<file path="src/rtl/sercfg_pkg.sv">
package sercfg_pkg;
  localparam int INSTR_BITS = 8;
  localparam int ADDR_BITS  = 7;

  typedef enum logic {PH_INSTR = 1'b0, PH_DATA = 1'b1} phase_e;

  localparam int CTRL_LSB_BIT  = 0;
  localparam int CTRL_WIRE_BIT = 1;
endpackage

</file>
<file path="src/rtl/sercfg_sync.sv">
module sercfg_sync #(
  parameter int W = 1,
  parameter int STAGES = 2,
  parameter logic [W-1:0] RST_VAL = '0
) (
  input  logic         clk,
  input  logic         rst,
  input  logic [W-1:0] d,
  output logic [W-1:0] q
);
  logic [W-1:0] stg [STAGES];

  always_ff @(posedge clk) begin
    if (rst) begin
      for (int i = 0; i < STAGES; i++) stg[i] <= RST_VAL;
    end else begin
      stg[0] <= d;
      for (int i = 1; i < STAGES; i++) stg[i] <= stg[i-1];
    end
  end

  assign q = stg[STAGES-1];
endmodule

</file>
<file path="src/rtl/sercfg_shifter.sv">
module sercfg_shifter
  import sercfg_pkg::*;
#(
  parameter int DW = 32
) (
  input  logic                 clk,
  input  logic                 rst,
  input  logic                 cs_n,
  input  logic                 abort,
  input  logic                 rise,
  input  logic                 fall,
  input  logic                 din,
  input  logic                 lsb_first,
  input  logic [DW-1:0]        rd_data,
  output logic                 wr_en,
  output logic [ADDR_BITS-1:0] addr,
  output logic [DW-1:0]        wr_data,
  output logic                 dout,
  output logic                 dout_en
);
  localparam int CW = $clog2(DW);
  localparam logic [CW-1:0] LAST_INS = CW'(INSTR_BITS - 1);
  localparam logic [CW-1:0] LAST_DAT = CW'(DW - 1);

  phase_e                phase;
  logic [CW-1:0]         cnt;
  logic [INSTR_BITS-1:0] ins_sh, ins_nx;
  logic [DW-1:0]         dat_sh, dat_nx, out_sh;
  logic                  is_rd, loaded;

  always_comb begin
    ins_nx = lsb_first ? {din, ins_sh[INSTR_BITS-1:1]} : {ins_sh[INSTR_BITS-2:0], din};
    dat_nx = lsb_first ? {din, dat_sh[DW-1:1]} : {dat_sh[DW-2:0], din};
  end

  always_ff @(posedge clk) begin
    if (rst) begin
      ins_sh  <= '0;
      dat_sh  <= '0;
      out_sh  <= '0;
      addr    <= '0;
      wr_data <= '0;
      is_rd   <= 1'b0;
    end
    if (rst || cs_n || abort) begin
      phase   <= PH_INSTR;
      cnt     <= '0;
      loaded  <= 1'b0;
      dout_en <= 1'b0;
      wr_en   <= 1'b0;
    end else begin
      wr_en <= 1'b0;
      if (rise) begin
        if (phase == PH_INSTR) begin
          ins_sh <= ins_nx;
          if (cnt == LAST_INS) begin
            is_rd  <= ins_nx[INSTR_BITS-1];
            addr   <= ins_nx[ADDR_BITS-1:0];
            phase  <= PH_DATA;
            cnt    <= '0;
            loaded <= 1'b0;
          end else begin
            cnt <= cnt + 1'b1;
          end
        end else begin
          dat_sh <= dat_nx;
          if (cnt == LAST_DAT) begin
            phase   <= PH_INSTR;
            cnt     <= '0;
            dout_en <= 1'b0;
            wr_en   <= ~is_rd;
            wr_data <= dat_nx;
          end else begin
            cnt <= cnt + 1'b1;
          end
        end
      end else if (fall && phase == PH_DATA && is_rd) begin
        if (!loaded) begin
          out_sh  <= rd_data;
          loaded  <= 1'b1;
          dout_en <= 1'b1;
        end else begin
          out_sh <= lsb_first ? (out_sh >> 1) : (out_sh << 1);
        end
      end
    end
  end

  assign dout = lsb_first ? out_sh[0] : out_sh[DW-1];
endmodule

</file>
<file path="src/rtl/sercfg_regbank.sv">
module sercfg_regbank
  import sercfg_pkg::*;
#(
  parameter int NREG = 4,
  parameter int DW = 32
) (
  input  logic                 clk,
  input  logic                 rst,
  input  logic                 wr_en,
  input  logic [ADDR_BITS-1:0] addr,
  input  logic [DW-1:0]        wr_data,
  input  logic                 upd,
  output logic [DW-1:0]        rd_data,
  output logic [DW-1:0]        ctrl,
  output logic [NREG*DW-1:0]   active_flat
);
  localparam int IW = (NREG > 1) ? $clog2(NREG) : 1;

  logic [DW-1:0] shadow [NREG];
  logic [DW-1:0] active [NREG];
  logic          in_range;

  assign in_range = addr < ADDR_BITS'(NREG);

  for (genvar g = 0; g < NREG; g++) begin : g_reg
    always_ff @(posedge clk) begin
      if (rst) begin
        shadow[g] <= '0;
        active[g] <= '0;
      end else begin
        if (wr_en && in_range && addr[IW-1:0] == IW'(g)) shadow[g] <= wr_data;
        if (upd) active[g] <= shadow[g];
      end
    end
    assign active_flat[g*DW +: DW] = active[g];
  end

  assign rd_data = in_range ? active[addr[IW-1:0]] : '0;
  assign ctrl    = active[0];
endmodule

</file>
<file path="src/rtl/sercfg_port.sv">
module sercfg_port
  import sercfg_pkg::*;
#(
  parameter int NUM_REGS = 4,
  parameter int DATA_W = 32,
  parameter int SYNC_STAGES = 2
) (
  input  logic clk,
  input  logic rst,
  input  logic cs_n,
  input  logic sclk,
  input  logic sdio_i,
  output logic sdio_o,
  output logic sdio_oe,
  output logic sdo_o,
  output logic sdo_oe,
  input  logic update,
  input  logic abort
);
  localparam int NSYNC = 5;

  logic [NSYNC-1:0]       raw_in, syn;
  logic                   cs_n_s, sclk_s, din_s, upd_s, abort_s;
  logic                   sclk_q, upd_q;
  logic                   rise, fall, upd_pulse;
  logic                   wr_en, dout, dout_en;
  logic [ADDR_BITS-1:0]   addr;
  logic [DATA_W-1:0]      wr_data, rd_data, ctrl_q;
  logic [NUM_REGS*DATA_W-1:0] active_flat;

  assign raw_in = {abort, update, sdio_i, sclk, cs_n};

  sercfg_sync #(.W(NSYNC), .STAGES(SYNC_STAGES), .RST_VAL(NSYNC'(1))) u_sync (
    .clk(clk), .rst(rst), .d(raw_in), .q(syn)
  );

  assign {abort_s, upd_s, din_s, sclk_s, cs_n_s} = syn;

  always_ff @(posedge clk) begin
    if (rst) begin
      sclk_q <= 1'b0;
      upd_q  <= 1'b0;
    end else begin
      sclk_q <= sclk_s;
      upd_q  <= upd_s;
    end
  end

  assign rise      = sclk_s & ~sclk_q;
  assign fall      = ~sclk_s & sclk_q;
  assign upd_pulse = upd_s & ~upd_q;

  sercfg_shifter #(.DW(DATA_W)) u_shift (
    .clk(clk), .rst(rst), .cs_n(cs_n_s), .abort(abort_s),
    .rise(rise), .fall(fall), .din(din_s),
    .lsb_first(ctrl_q[CTRL_LSB_BIT]), .rd_data(rd_data),
    .wr_en(wr_en), .addr(addr), .wr_data(wr_data),
    .dout(dout), .dout_en(dout_en)
  );

  sercfg_regbank #(.NREG(NUM_REGS), .DW(DATA_W)) u_bank (
    .clk(clk), .rst(rst), .wr_en(wr_en), .addr(addr), .wr_data(wr_data),
    .upd(upd_pulse), .rd_data(rd_data), .ctrl(ctrl_q), .active_flat(active_flat)
  );

  always_ff @(posedge clk) begin
    if (rst) begin
      sdio_o  <= 1'b0;
      sdio_oe <= 1'b0;
      sdo_o   <= 1'b0;
      sdo_oe  <= 1'b0;
    end else begin
      sdio_o  <= dout;
      sdo_o   <= dout;
      sdio_oe <= dout_en & ctrl_q[CTRL_WIRE_BIT];
      sdo_oe  <= dout_en & ~ctrl_q[CTRL_WIRE_BIT];
    end
  end
endmodule

</file>
<file path="config.mk">
export PLATFORM = sky130hd
export DESIGN_NAME = sercfg_port
export DESIGN_NICKNAME = d
export VERILOG_FILES = /design/src/rtl/sercfg_pkg.sv /design/src/rtl/sercfg_sync.sv /design/src/rtl/sercfg_shifter.sv /design/src/rtl/sercfg_regbank.sv /design/src/rtl/sercfg_port.sv
export SDC_FILE = /design/constraint.sdc
export NUM_CORES = 1
export LEC_CHECK = 0
export BUFFER_PORTS_ARGS = -buffer_cell sky130_fd_sc_hd__buf_4
export CAP_MARGIN = 20
export CORE_ASPECT_RATIO = 1.4
export CORE_UTILIZATION = 54
export DETAILED_ROUTE_END_ITERATION = 16
export PLACE_DENSITY = 0.74
export SLEW_MARGIN = 20
export SYNTH_ARGS = -nofsm -noshare
export SYNTH_HDL_FRONTEND = slang
export SYNTH_HIERARCHICAL = 1
export SYNTH_SLANG_ARGS = --single-unit
</file>
<file path="constraint.sdc">
create_clock -name clk -period 10.44 [get_ports clk]
set_input_delay 2.088 -clock clk [delete_from_list [all_inputs] [get_ports clk]]
set_output_delay 2.088 -clock clk [all_outputs]
set_load 0.01 [all_outputs]
</file>
## Yosys cells after proc, flatten, opt, wreduce, memory -nomap -nowiden

Memory sizes are Yosys's and may differ from the RTL's. A register that Yosys moved wholly into a read port is not among the register bits.
Cells that the tools add are included.

| storage, ports and cells | value |
|---|---|
| RAM bits | 266 |
| output and inout bits | 4 |
| register bits after elaboration | 126 |
| memories | 3 |
| bits of input ports | 7 |

| cells by class | value |
|---|---|
| order comparisons | 1 |
| bitwise operators | 23 |
| eq/ne operators | 10 |
| mux-type cells | 76 |
| reductions and logical operators | 14 |
| $add $sub $neg | 1 |

Memories:

| name | words | width | rd ports | clocked after memory_dff | write ports | line | text |
|---|---|---|---|---|---|---|---|
| u_bank.active | 4 | 32 | 2 | 1 | 4 | sercfg_regbank.sv:20 | `logic [DW-1:0] active [NREG];` |
| u_bank.shadow | 4 | 32 | 4 | 0 | 4 | sercfg_regbank.sv:19 | `logic [DW-1:0] shadow [NREG];` |
| u_sync.stg | 2 | 5 | 2 | 0 | 2 | sercfg_sync.sv:11 | `logic [W-1:0] stg [STAGES];` |

Operator list:

| operator | number |
|---|---|
| 32-bit 2-to-1 mux | 25 |
| 8-bit 2-to-1 mux | 5 |
| 1-bit 2-to-1 mux | 36 |
| 7-bit 2-to-1 mux | 5 |
| 5-bit 2-to-1 mux | 5 |
| 1-bit OR | 10 |
| 1-bit NOT | 8 |
| 1-bit logical AND | 7 |
| 7-bit by 3-bit less-than comparator with 1-bit output (second input constant) | 1 |
| 2-bit by 1-bit != test with 1-bit output (second input constant) | 3 |
| 5-bit by 1-bit adder with 5-bit output (second input constant) | 1 |
| 1-bit AND | 5 |
| 5-bit by 3-bit equality test with 1-bit output (second input constant) | 1 |
| 5-bit equality test (second input constant) | 1 |
| 2-bit equality test (second input constant) | 2 |
| 2-bit != test (second input constant) | 2 |
| 4-bit AND reduction | 1 |
| 4-bit OR reduction | 1 |
| 3-bit AND reduction | 1 |
| 2-bit by 1-bit equality test with 1-bit output (second input constant) | 1 |
| 2-bit zero test | 1 |
| 1-bit logical OR | 2 |
| 2-bit nonzero test | 1 |

## Logic depth before layout (Yosys ltp)

Gate-level depths: netlist of run 1.

| logic depth | value |
|---|---|
| word-level depth | 7 |
| gate-level depth with buffers | 9 |

## By module

The synthesis of run 1 kept the hierarchy.

Modules (own cells, without submodules):

| module | instances | area each (um^2) | cells each |
|---|---|---|---|
| sercfg_regbank | 1 | 11,214.5 | 726 |
| sercfg_shifter | 1 | 5,275.1 | 557 |
| sercfg_sync | 1 | 300.3 | 25 |
| sercfg_port | 1 | 161.4 | 14 |

## Worst setup path after synthesis of run 1

Ideal clock, no wire load.

| timing path | value |
|---|---|
| path type | in2reg |
| start point | input rst |
| end point | memory u_bank.active[0][0], enable pin |
| path slack | 6.109 ns |
| library setup time | 0.433 ns |
| stages on the path | 2 |
| arrival time | 3.898 ns |
| path through | clkbuf_1 or2_2 |

RTL lines:

| what | line | text |
|---|---|---|
| start, declared | sercfg_port.sv:9 | `input logic rst,` |
| end, declared | sercfg_regbank.sv:20 |  |

==> summary.txt, run 1 <==
Clocking
  • CTS Buf Count: 35
  • CTS HTree Levels: 2
  • # clock sinks: between 300 and 400
  • Clock slew seen by the registers of the worst setup and hold paths: about 0.06 ns
  • Clk root buf: clkbuf_16
  • CTS tree: yes
  • Clock Latency Late Sink: 0.53 ns
  • Hold-fix buffers at CTS: 0
  • Cts repair resizes: 0
  • Postcts setup bufs: 0
  • Max Root-Sink Buffers: 3

Placed design
  • Number of port buffers: 10
  • Placed wire-length estimate: ~18,000 µm
  • Placement Cell Area: roughly 17,000 µm²
  • Place WS: 6.17 ns
  • Gpl congestion: 0.747

Global routing
  • First-pass GRT wire length: approximately 52,000 µm
  • Gr ovfl total: 0
  • Pin count of the biggest net entering global routing: between 100 and 150
  • Vias in the first global route: 9,741
  • Initial antenna violation count: 0
  • GRT Resource Usage Total: 0.207

Critical path
  • Slowest stage delay, CP: 0.89 ns
  • Critical path depth: 3
  • CP Max Fanout: 88
  • Worst EP required: around 11 ns
  • Delay-heaviest family, CP: buffers and inverters
  • CP Launch Type: input port
  • Crit path arrival time: ~3.9 ns
  • CP most frequent cell: buf_4
  • Setup crit start: rst
  • R2r endpoint: u_bank/shadow[3][22]
  • Crit path to: u_bank/active[2][24]
  • Worst r2r src: u_shift/addr[0]
  • CP Capture Type: flip-flop
  • CP bufs+invs: 2
  • R2r worst-path depth: 5
  • Crit Path Category: in -> reg
  • FF-to-FF setup slack: slightly below 8 ns
  • Slowest CP cell: buf_4
  • CP cell instances: buf_4, or2_4, buf_4

Power and ir drop
  • Register share of total power: 0.553
  • P_leak: roughly 5.7 nW
  • Final Power: about 3.1 mW
  • Clock power frac: 0.418
  • Power Density: around 170 nW/µm²
  • Psw: 0.605 mW
  • Peak supply drop: about 0.11 mV
  • Sw Share: 0.194
  • Int Pwr: around 2.5 mW
  • Comb pwr share: 0.029

Detailed routing
  • Starting DRT DRC Count: between 800 and 900
  • Routed length per instance: 19.3 µm
  • WL met2: approximately 16,000 µm
  • 1st-pass router iterations: 5
  • Total Wirelength: 31,700 µm
  • DR top layer: met4
  • Via count: roughly 10,000
  • DRC viols: 0
  • M1 WL: roughly 13,000 µm
  • Antenna Violating Nets Remaining: 0
  • Drt via density: 6.00
  • Met3 WL: 1600 µm

Final layout
  • Layout cell share with drive strength beyond 1: 0.106
  • Finished Cell Area: around 18,000 µm²
  • Syn-to-layout area delta: 7.85%
  • Ant diodes: 0
  • Nets: about 1,200

Timing
  • Max Transition Viols Final: 0
  • Final hold vios: 0
  • Fin crit share: 0.357
  • Hold slack: 0.411 ns
  • Post-Route Setup TNS: 0 ns
  • Final Critical Period: roughly 3.7 ns
  • Clock Skew: between 0.02 and 0.025 ns
  • Crit path setup slack, layout: ~6.7 ns
  • RSZ-0062 raised after global routing: false
  • Worst rel slew slack: 0.276
  • Worst-margin pin slew: between 1 and 1.5 ns
  • F_max: 268 MHz
  • # setup viols final: 0

Logic synthesis
  • Syn Nets: between 1,000 and 1,500
  • Syn. warnings: 6
  • Mean Syn Cell Area: ~13 µm²
  • Synthesized instance count: roughly 1,300
  • Post-Syn Area: between 15,000 and 20,000 µm²

Floorplan
  • Die span in x: between 150 and 200 µm
  • DIE AREA: 31,700 µm²
  • IO Pins: 11
  • Core area: 30,200 µm²
  • Die height: between 200 and 250 µm
  • Std cell rows: 75
  • Starting Density: 0.554

Run status
  • Run status: finished clean

Worst hold path
  • Min-Delay Path Class: reg -> reg

Flow run
  • Number of max-cap violations: 0
[how the worst min path moves through the flow]
stage                           startpoint               end  slack, ns  cells after the start
after floorplan           u_sync/stg[0][0]  u_sync/stg[0][5]       0.38                      1
after global placement    u_sync/stg[0][0]  u_sync/stg[0][5]       0.39                      1
after detailed placement  u_sync/stg[0][0]  u_sync/stg[0][5]       0.40                      1
after CTS                 u_sync/stg[0][0]  u_sync/stg[0][5]       0.41                      1
after global routing      u_sync/stg[0][0]  u_sync/stg[0][5]       0.45                      1
final                     u_sync/stg[0][0]  u_sync/stg[0][5]       0.41                      1
[worst register-to-register path, cell delays in order, from the launching register on]
cell and delay, ns:
dfxtp_2 0.31, buf_4 0.57, nand3_1 0.14, buf_4 0.32, o31ai_4 0.52, buf_4 0.48
[layer usage]
| metal | up-vias | global-route usage |
|---|---|---|
| li1 | 4725 | - |
| met3 | 51 | 0.0318 |
| met2 | 273 | 0.346 |
| met4 | 0 | 0.0662 |
| met1 | 4804 | 0.277 |
| met5 | - | 0 |
[layout make-up]
type | count | area, µm²
clock buffer | 47 | 987
clock inverter | 16 | 175
fill | 2326 | 12200
inverter | 3 | 11.3
multi-input combinational | 767 | 5720
sequential | 392 | 10400
tap | 385 | 482
timing repair buffer | 31 | 240
[power groups by stage]
stage,combinational (mW),sequential (mW),clock (mW)
floorplan,0.0673,1.75,0
global placement,0.0888,1.75,0
finish,0.0890,1.72,1.30
detailed placement,0.0895,1.76,0
global route,0.0957,1.73,1.38
CTS,0.0901,1.72,1.33
[state kept, by name (all words and copies together) (netlist names), 5 cells and up]
register         cells
u_bank/active      128
u_shift/dat_sh      32
u_shift/ins_sh       8
u_shift/out_sh      32
u_shift/addr         7
u_shift/cnt          5
u_bank/shadow      128
u_shift/wr_data     32
u_sync/stg          10
[cell usage in the layout (no fill, tap or decap), drive strengths merged, types with 2 or more instances in the layout]
| cell | n |
|---|---|
| nor2b | 18 |
| nor3 | 4 |
| nand4 | 3 |
| nand2b | 68 |
| mux4 | 32 |
| nor2 | 7 |
| inv | 3 |
| nand3b | 53 |
| mux2i | 68 |
| nor3b | 33 |
| and2 | 129 |
| o211ai | 30 |
| buf | 31 |
| nand2 | 37 |
| nand3 | 6 |
| nor4 | 129 |
| clkinvlp | 2 |
| edfxtp | 256 |
| or4 | 3 |
| o21ai | 85 |
| a21oi | 11 |
| ha | 3 |
| clkinv | 10 |
| clkbuf | 47 |
| dfxtp | 136 |
| o2bb2ai | 30 |
| bufinv | 4 |
| o31ai | 4 |
| or2 | 4 |
[through the flow]
| step | instances | util |
|---|---|---|
| floorplan | 1292 | - |
| finish | 1641 | 0.597 |
| global route | 1641 | 0.597 |
| CTS | 1640 | 0.596 |
| global placement | 1577 | 0.558 |
| detailed placement | 1577 | 0.558 |
Power figures use the tool's default switching activity.
==> inputs of run 2 (changes only) <==
==> constraint.sdc (replaced) <==
create_clock -name clk -period 3.5 [get_ports clk]
set_input_delay 0.7 -clock clk [delete_from_list [all_inputs] [get_ports clk]]
set_output_delay 0.7 -clock clk [all_outputs]
set_load 0.01 [all_outputs]
==> run 2 against run 1 <==
Total power rose to 3.0 times the previous value. Cell area up 0.59%. Wire length up 3.4%. Largest cell class unchanged. Via count grew 2.2%. Critical path type is now reg -> reg.
==> summary.txt, run 2 (synthesis gave the netlist of run 1 again) <==
Final layout
  • Filler Cell Count: between 2,000 and 2,500
  • Biggest regs: u_bank/active (128), u_bank/shadow (128)
  • Final std cells w/o fill: ~1,700
  • Final core occ: 0.600
  • Footprint of the multi-input gates: 5710 µm²
  • Nets: around 1,200
  • Most frequent cells in the layout: edfxtp_1 (256), dfxtp_1 (132), and2_1 (129)
  • Syn-to-layout area delta: 8.48%
  • Ant diodes: 0
  • Layout cell share with drive strength beyond 1: 0.111
  • Finished Cell Area: 18,100 µm²
  • Commonest non-fill, non-tap cell in the layout: edfxtp_1
  • FF+latch area: 10,400 µm²

Timing
  • Hold slack: about 0.34 ns
  • Post-Route Setup TNS: 0 ns
  • Max Transition Viols Final: 0
  • Fin crit share: 0.734
  • Final Critical Period: 2.57 ns
  • Final hold vios: 0
  • RSZ-0062 raised after global routing: false
  • Crit path setup slack, layout: 0.933 ns
  • Worst-margin pin slew: between 0.9 and 1 ns
  • Worst rel slew slack: 0.355
  • F_max: ~390 MHz
  • # setup viols final: 0
  • Clock Skew: between 0.02 and 0.03 ns

Floorplan
  • Die span in x: 151 µm
  • Starting Density: 0.554
  • Std cell rows: between 70 and 80
  • Core area: 30,200 µm²
  • DIE AREA: between 30,000 and 40,000 µm²
  • Die height: around 210 µm
  • IO Pins: 11

Global routing
  • GRT met1 Usage: 0.266
  • Routing usage on met2: 0.383
  • Pin count of the biggest net entering global routing: 129
  • GR peak layer: met2
  • Initial antenna violation count: 0
  • Gr ovfl total: 0
  • Met3 Use GR: 0.0273
  • GRT Resource Usage Total: 0.216
  • Vias in the first global route: 9,998
  • First-pass GRT wire length: between 50,000 and 60,000 µm

Critical path
  • CP Launch Type: flip-flop
  • Slowest stage delay, CP: ~0.96 ns
  • Worst EP required: between 3 and 4 ns
  • CP Capture Type: flip-flop
  • CP Max Fanout: 25
  • Delay-heaviest family, CP: flip-flops
  • Crit Path Category: reg -> reg
  • CP bufs+invs: 1
  • CP cell instances: buf_4, mux4_2, nor3b_1, o211ai_1, o21ai_0
  • Crit path arrival time: a little under 3 ns
  • Slowest CP cell: dfxtp_2

Power and ir drop
  • Power Density: around 510 nW/µm²
  • Peak supply drop: roughly 0.35 mV
  • Final Power: 9.28 mW
  • P_leak: between 5 and 6 nW

Detailed routing
  • DRC viols: 0
  • Routed length per instance: about 20 µm
  • Via count: 10,100
  • Antenna Violating Nets Remaining: 0
  • Total Wirelength: between 30,000 and 40,000 µm
  • Starting DRT DRC Count: approximately 710
  • 1st-pass router iterations: 5
  • Drt via density: 6.10

Worst hold path
  • Min-Delay Path Class: in -> reg

Clocking
  • Clock slew seen by the registers of the worst setup and hold paths: around 0.060 ns
  • CTS Buf Count: 36
  • Clk root buf: clkbuf_16
  • CTS tree: yes
  • Postcts setup bufs: 0
  • CTS HTree Levels: 2
  • Max Root-Sink Buffers: 3
  • Cts repair resizes: 0
  • Clock Latency Late Sink: between 0.5 and 0.6 ns
  • Hold-fix buffers at CTS: 0
  • # clock sinks: between 300 and 400

Placed design
  • Placed Cells: about 1,600
  • Place WS: roughly 0.73 ns
  • Gpl congestion: around 0.77
  • Number of port buffers: 10
  • Placed wire-length estimate: between 15,000 and 20,000 µm
  • Placement Cell Area: about 17,000 µm²

Flow run
  • Number of max-cap violations: 0

Run status
  • Run status: finished clean
## run 2: path summary, 6_finish.rpt
path / to / cells past startpoint / from / slack, ns
setup reg to reg: u_shift/out_sh[1] / 5 / u_shift/addr[0] / 0.93
hold / removal: u_sync/stg[0][0] / 2 / cs_n / 0.34
setup / recovery: u_shift/out_sh[1] / 5 / u_shift/addr[0] / 0.93
hold reg to reg: u_sync/stg[0][5] / 1 / u_sync/stg[0][0] / 0.41
## run 2: area by class of cell
cell class                 count  area share
tap                          385      0.0265
inverter                       3    0.000621
clock inverter                14     0.00710
multi-input combinational    767       0.315
timing repair buffer          38      0.0199
clock buffer                  52      0.0569
sequential                   392       0.574
## run 2: power breakdown
group / internal (mW) / switching [mW] / total (mW)
Clock: 2.21 / 1.66 / 3.87
Combinational: 0.117 / 0.167 / 0.284
Sequential: 5.09 / 0.0392 / 5.13
## run 2: metal layers
layer	up-vias	part of all wire
met5	-	0
met2	240	0.53
met3	73	0.040
li1	4741	-
met4	0	0.030
met1	5013	0.40
